===== config.mk =====
export PLATFORM = sky130hd
export DESIGN_NAME = poll_interval_timer
export DESIGN_NICKNAME = d
export VERILOG_FILES = /design/src/rtl/poll_pkg.sv /design/src/rtl/poll_regs.sv /design/src/rtl/poll_counter.sv /design/src/rtl/poll_interval_timer.sv
export SDC_FILE = /design/constraint.sdc
export NUM_CORES = 1
export LEC_CHECK = 0
export BUFFER_PORTS_ARGS = -buffer_cell sky130_fd_sc_hd__buf_2
export CAP_MARGIN = 5
export CORE_MARGIN = 2
export CORE_UTILIZATION = 45
export DETAILED_ROUTE_END_ITERATION = 7
export PLACE_DENSITY_LB_ADDON = 0.25
export SETUP_SLACK_MARGIN = 0.4
export SLEW_MARGIN = 20
export SYNTH_ARGS = -nofsm -noshare
export SYNTH_HDL_FRONTEND = slang
export SYNTH_SLANG_ARGS = --single-unit

===== constraint.sdc =====
create_clock -name clk -period 2.1 [get_ports clk]
set_input_delay 0.105 -clock clk [delete_from_list [all_inputs] [get_ports clk]]
set_output_delay 0.105 -clock clk [all_outputs]
set_load 0.02 [all_outputs]

===== src/rtl/poll_pkg.sv =====
// Package: shared widths and register selector encoding for the poll timer.
// Assumes: a 16-bit interval with an implied bit 16 and a 32-bit register bus.
package poll_pkg;
    localparam int POLL_CNT_W   = 16;
    localparam int POLL_BUS_W   = 32;
    localparam int POLL_IGN_LSB = 4;

    typedef enum logic {
        SEL_IVAL = 1'b0,
        SEL_CNT  = 1'b1
    } reg_sel_e;
endpackage


===== src/rtl/poll_regs.sv =====
// Module: poll_regs
// Holds the interval register, decodes bus writes and drives the read mux.
// Access goes through only while stop or susp is high. Reserved upper bits
// are dropped on write and read back as zero.
// Assumes: the counter value comes from poll_counter, which owns the count.
module poll_regs
    import poll_pkg::*;
#(
    parameter int CNT_W = POLL_CNT_W,
    parameter int BUS_W = POLL_BUS_W
) (
    input  logic             clk,
    input  logic             rst_n,
    input  logic             stop,
    input  logic             susp,
    input  logic             reg_wr,
    input  logic             reg_rd,
    input  logic             reg_sel,
    input  logic [BUS_W-1:0] reg_wdata,
    input  logic [CNT_W-1:0] cnt_q,
    output logic [CNT_W-1:0] ival_q,
    output logic             cnt_wr,
    output logic [CNT_W-1:0] cnt_wdata,
    output logic [BUS_W-1:0] reg_rdata
);
    localparam int RES_W = BUS_W - CNT_W;

    logic access;
    logic ival_wr;
    logic unused_res;

    // Register access is open only while the controller is halted
    assign access     = stop | susp;
    assign ival_wr    = reg_wr & access & (reg_sel == SEL_IVAL);
    assign cnt_wr     = reg_wr & access & (reg_sel == SEL_CNT);
    assign cnt_wdata  = reg_wdata[CNT_W-1:0];
    assign unused_res = ^reg_wdata[BUS_W-1:CNT_W];

    // Interval register storage
    always_ff @(posedge clk) begin
        if (!rst_n) begin
            ival_q <= '0;
        end else if (ival_wr) begin
            ival_q <= reg_wdata[CNT_W-1:0];
        end
    end

    // Read mux, zero-extended, gated by strobe and access
    always_comb begin
        reg_rdata = '0;
        if (reg_rd && access) begin
            reg_rdata = {{RES_W{1'b0}}, (reg_sel == SEL_CNT) ? cnt_q : ival_q};
        end
    end

    AST_WR_GATED: assert property (@(posedge clk) disable iff (!rst_n)
        (reg_wr && !stop && !susp) |=> (ival_q == $past(ival_q)));
endmodule


===== src/rtl/poll_counter.sv =====
// Module: poll_counter
// Up-counter from the masked interval value. Passing all-ones reloads it and
// fires a one-tick poll request. A software write has top priority, then
// restart or run start, then counting.
// Assumes: one tick per half crystal period; ival comes from poll_regs.
module poll_counter
    import poll_pkg::*;
#(
    parameter int CNT_W   = POLL_CNT_W,
    parameter int IGN_LSB = POLL_IGN_LSB
) (
    input  logic             clk,
    input  logic             rst_n,
    input  logic             run,
    input  logic             restart,
    input  logic [CNT_W-1:0] ival,
    input  logic             cnt_wr,
    input  logic [CNT_W-1:0] cnt_wdata,
    output logic [CNT_W-1:0] cnt_q,
    output logic             poll_req
);
    logic [CNT_W-1:0] load_val;
    logic             run_d;
    logic             start_load;
    logic             wrap;

    // Load value: low bits masked when the parameter asks for it
    generate
        if (IGN_LSB == 0) begin : g_nomask
            assign load_val = ival;
        end else begin : g_mask
            logic unused_low;
            assign unused_low = ^ival[IGN_LSB-1:0];
            assign load_val   = {ival[CNT_W-1:IGN_LSB], {IGN_LSB{1'b0}}};
        end
    endgenerate

    // Reload triggers and overflow detect
    assign start_load = restart | (run & ~run_d);
    assign wrap       = &cnt_q;

    // Count, reload and poll pulse generation
    always_ff @(posedge clk) begin
        if (!rst_n) begin
            cnt_q    <= '0;
            poll_req <= 1'b0;
            run_d    <= 1'b0;
        end else begin
            run_d    <= run;
            poll_req <= 1'b0;
            if (cnt_wr) begin
                cnt_q <= cnt_wdata;
            end else if (start_load) begin
                cnt_q <= load_val;
            end else if (run) begin
                if (wrap) begin
                    cnt_q    <= load_val;
                    poll_req <= 1'b1;
                end else begin
                    cnt_q <= cnt_q + 1'b1;
                end
            end
        end
    end

    AST_PULSE_ONE: assert property (@(posedge clk) disable iff (!rst_n)
        poll_req |=> !poll_req);
    AST_HOLD_IDLE: assert property (@(posedge clk) disable iff (!rst_n)
        (!run && !restart && !cnt_wr) |=> (cnt_q == $past(cnt_q) && !poll_req));
    AST_LOAD_START: assert property (@(posedge clk) disable iff (!rst_n)
        (restart && !cnt_wr) |=> (cnt_q[IGN_LSB-1:0] == '0));
    AST_WRAP_FIRE: assert property (@(posedge clk) disable iff (!rst_n)
        (run && !restart && !cnt_wr && $past(run) && cnt_q == '1) |=> poll_req);
    AST_SW_WRITE: assert property (@(posedge clk) disable iff (!rst_n)
        cnt_wr |=> (cnt_q == $past(cnt_wdata)));
endmodule


===== src/rtl/poll_interval_timer.sv =====
// Module: poll_interval_timer
// Top of the descriptor ring poll timer: register block plus interval counter.
// Assumes: clk runs at twice the crystal rate; the bus is single-cycle strobes.
module poll_interval_timer
    import poll_pkg::*;
#(
    parameter int CNT_W   = POLL_CNT_W,
    parameter int BUS_W   = POLL_BUS_W,
    parameter int IGN_LSB = POLL_IGN_LSB
) (
    input  logic             clk,
    input  logic             rst_n,
    input  logic             stop,
    input  logic             susp,
    input  logic             run,
    input  logic             restart,
    input  logic             reg_wr,
    input  logic             reg_rd,
    input  logic             reg_sel,
    input  logic [BUS_W-1:0] reg_wdata,
    output logic [BUS_W-1:0] reg_rdata,
    output logic             poll_req
);
    logic [CNT_W-1:0] ival_q;
    logic [CNT_W-1:0] cnt_q;
    logic [CNT_W-1:0] cnt_wdata;
    logic             cnt_wr;

    poll_regs #(.CNT_W(CNT_W), .BUS_W(BUS_W)) u_regs (
        .clk(clk), .rst_n(rst_n), .stop(stop), .susp(susp),
        .reg_wr(reg_wr), .reg_rd(reg_rd), .reg_sel(reg_sel),
        .reg_wdata(reg_wdata), .cnt_q(cnt_q), .ival_q(ival_q),
        .cnt_wr(cnt_wr), .cnt_wdata(cnt_wdata), .reg_rdata(reg_rdata)
    );

    poll_counter #(.CNT_W(CNT_W), .IGN_LSB(IGN_LSB)) u_counter (
        .clk(clk), .rst_n(rst_n), .run(run), .restart(restart),
        .ival(ival_q), .cnt_wr(cnt_wr), .cnt_wdata(cnt_wdata),
        .cnt_q(cnt_q), .poll_req(poll_req)
    );

    AST_RESET_QUIET: assert property (@(posedge clk)
        !rst_n |=> !poll_req);
endmodule


======== Word-level counts from Yosys, hierarchy flattened ========
Cells that the tools add are included.
storage, ports and cells
  ROM bits ................................ 0
  input bits .............................. 41
  logic and storage cells ................. 26
  memories kept ........................... 0
  register bits ........................... 34
  output and inout port bits .............. 33
  bits in writable memories ............... 0
  latch bits .............................. 0
operators by class
  eq/ne operators ......................... 0
  multiply operators ...................... 0
  reduce and logical (&&, ||, !) cells .... 4
  order comparisons ....................... 0
  add/subtract/negate cells ............... 1
  multiplexer cells ....................... 7
  bitwise gates (word level) .............. 10
  div/mod/pow operators ................... 0
  shift-type cells ........................ 0
operators with widths
  kind                   count
  $mux 16                6
  $add 16x1->16 const B  1
  $reduce_and 16->1      1
  $and 1x1->1            4
  $not 1->1              4
  $reduce_or 4->1        1
  $reduce_bool 3->1      1
  $or 1x1->1             2
  $logic_and 1x1->1      1
  $mux 1                 1

======== Depth between registers and ports, before layout ========
Gate-level depths: netlist of the first run.
  depth after elaboration ................. 5
  mapped depth ............................ 8
  mapped depth without buffers ............ 6

======== Hierarchy ========
Synthesis of the first run repeated with hierarchy kept, for this count alone.
second synthesis, totals
  cell total of the unflattened synthesis .. 292
  area, all modules ....................... 2376.0 um2
by module, submodules not included
  module        cells each  area an instance (um2)  instances
  poll_counter  151         1221.2                  1
  poll_regs     141         1154.9                  1

======== Worst setup path after synthesis of the first run ========
OpenSTA, ideal clock, no wires.
  path type ............................... register -> register
  start ................................... register u_counter.cnt_q[0]
  end ..................................... register u_counter.cnt_q[13]
  path slack .............................. 213 ps
  data arrival time ....................... 1810 ps
  stages on the path, launching flop included .. 8
  data required time ...................... 2023 ps
  path through ............................ dfxtp_1 > ha_1 > nand4_2 > or4_4 > a21oi_4 > buf_6 > nand2_1 > a41oi_2
on the way
  longest elaborated chain between the ends .. 5
  elaborated cells between the ends (all ways) .. 6
ends and longest elaborated chain
  element                                             RTL line                                source
  from (decl)                                         poll_counter.sv:19                      output logic [CNT_W-1:0] cnt_q,
  from (signal assigned)                              poll_counter.sv:52                      cnt_q <= cnt_wdata;
  from (signal assigned)                              poll_counter.sv:54                      cnt_q <= load_val;
  from (signal assigned)                              poll_counter.sv:57                      cnt_q <= load_val;
  $add 16x1->16 or $reduce_and 16->1 (tied branches)  poll_counter.sv:60, poll_counter.sv:40
  $mux 16 *                                           poll_counter.sv:56                      if (wrap) begin
  $mux 16 *                                           poll_counter.sv:55                      end else if (run) begin
  $mux 16 *                                           poll_counter.sv:53                      end else if (start_load) begin
  $mux 16 *                                           poll_counter.sv:51                      if (cnt_wr) begin
Mark *: on every way between the ends. The rest lies on a longest branch, timed or not. The select of a mux whose other input is x is not followed.
A chain may end at the register's enable or synchronous reset.

======== Worst setup path in the final report of the first run ========
  start ................................... register u_counter.cnt_q[0]
  end ..................................... register u_counter.cnt_q[6]
Same word-level chain as after synthesis.

==> results.toml, run 1 <==
[layout]
final_net_count = 381
antenna_cells = 0
final_util_pct = 57.7
final-instance-count-excl-fill = 393
drive_gt1_share_pct = 31.0
stdcell_area_um2 = 2690
multi_input_area_um2 = 1390
fillers = 453
seqCellArea_um2 = 697
area_delta_synth_final_pct = 24.7

[route]
vias = 2188
route.antenna.remaining_nets = 0
first_pass_iters = 4
drt_iter0_markers = 145
wl_per_cell_um = 15.5
drc = 0
vias_per_cell = 5.57
wirelength_um = 6070

[sta]
setup_viol = 0
hold_viol = 0
rsz0062_at_grt = "yes"
max_freq_mhz = 555
period_minus_slack_ns = 1.80
slew_viol_final = 0
period_share_pct = 85.8
hold_slack_ns = 0.0431
fin_worst_skew_ns = 0.00393
setup_tns_ns = 0

[synth]
netlist_top_cells_area = "dfxtp_1 32%, mux2i_1 9.8%, nand2_1 7.8%, a21oi_1 6.7%, buf_4 5.6%"
synth_largest_area_cell = "dfxtp_1"
syn_area_per_cell_um2 = 7.70
synth_top_family_by_area = "compound AO/OA/AOI/OAI gates"
synthTopCellsByCount = "45 x nand2_1, 34 x dfxtp_1, 29 x a21oi_1"
yosys.area.top_type_share_pct = 31.6
ys_types = 48
synth-seq-area-share_pct = 31.6
synth_edf_count = 0
syn_area_um2 = 2160
synth_most_common_cell = "nand2_1"
synthMuxAreaShare_pct = 9.75
synth_seq_cells = 34
synthAdderAreaFrac_pct = 0.580
synth_compound_area_share_pct = 23.1
synth_xor_xnor_area_share_pct = 2.44
synth_cells = 280
synthSimpleGateAreaFrac_pct = 22.2
synth_ff_type = "dfxtp_1"
async_reset_ff_share_pct = 0
yosysWarnings = 0

[placed_design]
dpl.cell_count = 379
dp_hpwl_um = 4180
place_congestion = 0.902
dpl_cell_area_um2 = 2480
portBuffers = 41

[clock_network]
insertion_delay_ns = 0.30
htree_levels = 2
cts_tree = "built"
clockRootBuffer = "clkbuf_8"
clockBufferDepth = 2
cts_inserted_buffers = 5
cts.sinks = 34
cts_hold_buf = 0
clk_pin_slew_ns = 0.07

[worst_setup_path]
timing.critical_path.max_delay_family = "simple AND/OR/NAND/NOR gates"
critPathBufInv = 1
critPathMaxStageDelay_ns = 0.54
worstSetupStartpoint = "u_counter.cnt_q[0]"
cp_slowest_cell = "or4_4"
cp_data_required_time_ns = 2.32
path_cells = "ha_4 > nand4_4 > or4_4 > a21oi_4 > buf_6 > o2111ai_1 > o211ai_1"
startpoint_type = "flop"
endpoint_kind = "flop"
regToRegStartpoint = "u_counter.cnt_q[0]"
critPathKind = "reg -> reg"
cp_max_fo = 5
arrival_ns = 2.02

[power]
peakVddDrop_v = 0.000354
p_leak_nw = 1.16
power_density_nw_per_um2 = 570

[min_path]
min_from = "reg_wdata[1]"
hold_class = "in -> reg"

[global_routing]
grt_max_degree = 19
globalRouteOverflowTotal = 0
grt_antenna_before_repair = 0
grt_pass1_vias = 1984
grt_usage_pct = 23.4
grt_pass1_wl_um = 9560

[floorplanning]
die-area_um2 = 5360
die_y_um = 73.2
start_util_pct = 46.3
rows = 25
die_w_um = 73.2
ioPinCount = 74
core_um2 = 4660

[run_status]
outcome = "complete, no violations"

[run]
cap_violations = 0
==> cells in the final DEF (no fill, tap or decap), types with 2 or more instances in the layout <==
master,n
a21oi_1,27
a21oi_4,2
a221oi_2,5
a31oi_1,3
and2_1,2
and3_1,3
and4_1,2
buf_2,41
buf_4,29
buf_6,2
clkbuf_1,2
clkbuf_8,5
conb_1,16
dfxtp_1,25
dfxtp_2,7
dfxtp_4,2
inv_1,4
mux2i_1,21
nand2_1,43
nand3_1,6
nand4_1,4
nor2_1,28
nor3_1,4
nor4_1,2
o2111ai_1,2
o211ai_1,4
o21ai_0,11
o221ai_1,2
o22ai_1,5
or3_1,2
xnor2_1,2
xor2_1,4
==> worst register-to-register path, delay by kind of cell (launching register included) <==
family                     cells  cell delay, ns
buffers and inverters          1            0.15
AOI/OAI and AO/OA              3            0.45
DFF                            1            0.36
and+or+nand+nor                2            0.62
adders and majority gates      1            0.14
==> layer usage <==
metal / wire (um) / GRT usage (%) / vias up
li1: - / - / 1081
met1: 2800 / 30.8 / 1037
met2: 2860 / 37.8 / 59
met3: 295 / 4.56 / 11
met4: 110 / 8.64 / 0
met5: 0 / 0 / -
==> report_power, final <==
| group | leakage (nW) | internal [mW] | switching [mW] |
|---|---|---|---|
| clock | 0.0383 | 0.228 | 0.239 |
| combinational | 0.838 | 0.138 | 0.212 |
| sequential | 0.282 | 0.681 | 0.0331 |
| total | 1.16 | 1.05 | 0.484 |
==> what timing repair did <==
action	CTS	global route
pin swaps	7	10
endpoints found under the setup margin	11	15
resized for setup	7	16
endpoints found under the hold margin	0	0
buffers inserted	4	3
==> layout make-up <==
| type | instances | share of cell area, % |
|---|---|---|
| inverters | 4 | 0.558 |
| multi-input cells | 222 | 51.6 |
| flip-flops and latches | 34 | 25.9 |
| clock buffers | 7 | 2.84 |
| well taps | 54 | 2.51 |
| repair buffers | 72 | 16.6 |
==> through the flow <==
step	setup slack (ns)	total power [mW]
floorplan	0.374	0.957
global route	0.249	1.59
finish	0.298	1.53
CTS	0.254	1.51
detailed placement	0.245	1.05
global placement	0.236	1.05
==> cells by family (layout without fill, tap and decap cells) <==
kind of cell               Yosys count  in the layout
other                                1             16
and+or+nand+nor                    104            104
xor gates and xnor gates             6              6
muxes                               21             21
DFF                                 34             34
adders and majority gates            1              1
buffers and inverters               39             83
AOI/OAI and AO/OA                   74             74
==> registers in the layout, summed over array words and instances (netlist names) <==
name and count:
u_counter.cnt_q 16, u_counter.poll_req 1, u_counter.run_d 1, u_regs.ival_q 16
==> final timing paths <==
| check | endpoint | slack, ns | cells after the start |
|---|---|---|---|
| worst max-delay path | u_counter.cnt_q[6] | 0.30 | 7 |
| worst min-delay path | u_counter.cnt_q[1] | 0.04 | 3 |
| worst max register to register | u_counter.cnt_q[6] | 0.30 | 7 |
| worst min register to register | u_regs.ival_q[3] | 0.46 | 2 |
No activity file was read; power rests on OpenSTA's default activity.
==> inputs of run 2 (changes only) <==
--- a/config.mk
+++ b/config.mk
@@ -9,3 +9,3 @@
 export CAP_MARGIN = 5
-export CORE_MARGIN = 2
+export CORE_MARGIN = 4
 export CORE_UTILIZATION = 45
@@ -13,3 +13,2 @@
 export PLACE_DENSITY_LB_ADDON = 0.25
-export SETUP_SLACK_MARGIN = 0.4
 export SLEW_MARGIN = 20
==> constraint.sdc (replaced) <==
create_clock -name clk -period 2.1 [get_ports clk]
set_input_delay 0.63 -clock clk [delete_from_list [all_inputs] [get_ports clk]]
set_output_delay 0.63 -clock clk [all_outputs]
set_load 0.02 [all_outputs]
==> results.toml, run 2 (synthesis gave the netlist of run 1 again) <==
[placed_design]
dp_hpwl_um = 4470
place_congestion = 0.856
portBuffers = 41
dpl_cell_area_um2 = 2570
dp_slack_ns = -0.00223

[clock_network]
clockRootBuffer = "clkbuf_8"
post_cts.repair.setup_buffers = 0
clockBufferDepth = 2
cts_hold_buf = 0
cts-resized-gates = 0
clk_pin_slew_ns = 0.07
cts.sinks = 34
cts_tree = "built"
cts_inserted_buffers = 5
insertion_delay_ns = 0.28
htree_levels = 2

[layout]
final_cell_mix = "45 x nand2_1, 41 x buf_2, 34 x dfxtp_1"
multi_input_area_um2 = 1340
stdcell_area_um2 = 2670
final_net_count = 381
final_common_cell = "nand2_1"
final_util_pct = 59.3
seqCellArea_um2 = 681
largestRegisters = "u_counter.cnt_q x16, u_regs.ival_q x16"
fillers = 443
area_delta_synth_final_pct = 23.9
drive_gt1_share_pct = 29.1
antenna_cells = 0

[floorplanning]
ioPinCount = 74
die_w_um = 77.2
rows = 24
die-area_um2 = 5960
core_um2 = 4500
die_y_um = 77.2
start_util_pct = 47.9

[worst_setup_path]
regToRegStartpoint = "u_counter.cnt_q[0]"
crit_top_cell = "buf_2"
cp_slowest_cell = "mux2i_1"
critPathMaxStageDelay_ns = 0.23
critPathBufInv = 3
endpoint_kind = "output port"
cp_max_fo = 12
timing.critical_path.max_delay_family = "buffers and inverters"
startpoint_type = "input pin"
path_cells = "buf_2 > buf_12 > mux2i_1 > nor2_2 > buf_2"
worstSetupStartpoint = "reg_sel"
cp_data_required_time_ns = 1.47
critPathKind = "in -> out"
arrival_ns = 1.37

[min_path]
hold_class = "reg -> reg"
min_from = "u_regs.ival_q[0]"

[global_routing]
grt_antenna_before_repair = 0
grt_pass1_vias = 2050
grt_usage_pct = 20.6
globalRouteOverflowTotal = 0
grt_max_degree = 21
grt_pass1_wl_um = 10000

[sta]
period_minus_slack_ns = 2.00
period_share_pct = 95.1
fin_ws_ns = 0.102
max_freq_mhz = 501
tightest_slew_ns = 0.665
rsz0062_at_grt = "no"
hold_slack_ns = 0.456
slew_viol_final = 0
setup_viol = 0
hold_viol = 0
fin_worst_skew_ns = 0.00819
slew_headroom_pct = 55.5

[power]
p_leak_nw = 1.15
p_total_mw = 1.57
power_density_nw_per_um2 = 587
peakVddDrop_v = 0.000302

[run]
cap_violations = 0

[run_status]
outcome = "complete, no violations"

[route]
drt_iter0_markers = 106
wirelength_um = 5960
route.antenna.remaining_nets = 0
vias_per_cell = 5.53
first_pass_iters = 4
wl_per_cell_um = 15.2
drc = 0
vias = 2166
## run 2: path summary, 6_finish.rpt
path | cells past startpoint | slack, ns | end
hold reg to reg | 2 | 0.46 | u_regs.ival_q[0]
setup reg to reg | 7 | 0.13 | u_counter.cnt_q[13]
setup / recovery | 5 | 0.10 | reg_rdata[14]
hold / removal | 2 | 0.46 | u_regs.ival_q[0]
## run 2: routing by layer
metal,track usage (%),share of wire (%)
met5,0,0
met4,6.23,0.96
met3,5.85,6.5
met2,33.4,49
met1,26.3,44
## run 2: stage by stage
stage,instances,TNS [ns]
2_1_floorplan,295,-0.0477
3_3_place_gp,384,-0.00189
3_5_place_dp,384,-0.00223
4_1_cts,392,0
5_1_grt,392,0
6_report,392,0
## run 2: cell type report
cell class | instances | share of cell area, %
Tap cell | 52 | 2.44
Timing Repair Buffer | 72 | 17.8
Inverter | 4 | 0.562
Clock buffer | 6 | 3.09
Multi-Input combinational cell | 222 | 50.1
Sequential cell | 34 | 25.5
Clock inverter | 2 | 0.469
## run 2: worst min-delay path, delay by kind of cell (launching register included)
| family | cells | cell delay, ns |
|---|---|---|
| flops | 1 | 0.31 |
| simple gates | 1 | 0.05 |
| compound gates | 1 | 0.05 |
## run 2: power by group
part           switching, mW  internal, mW
Combinational          0.209         0.142
Sequential            0.0284         0.680
Clock                  0.245         0.264
Total                  0.483          1.08
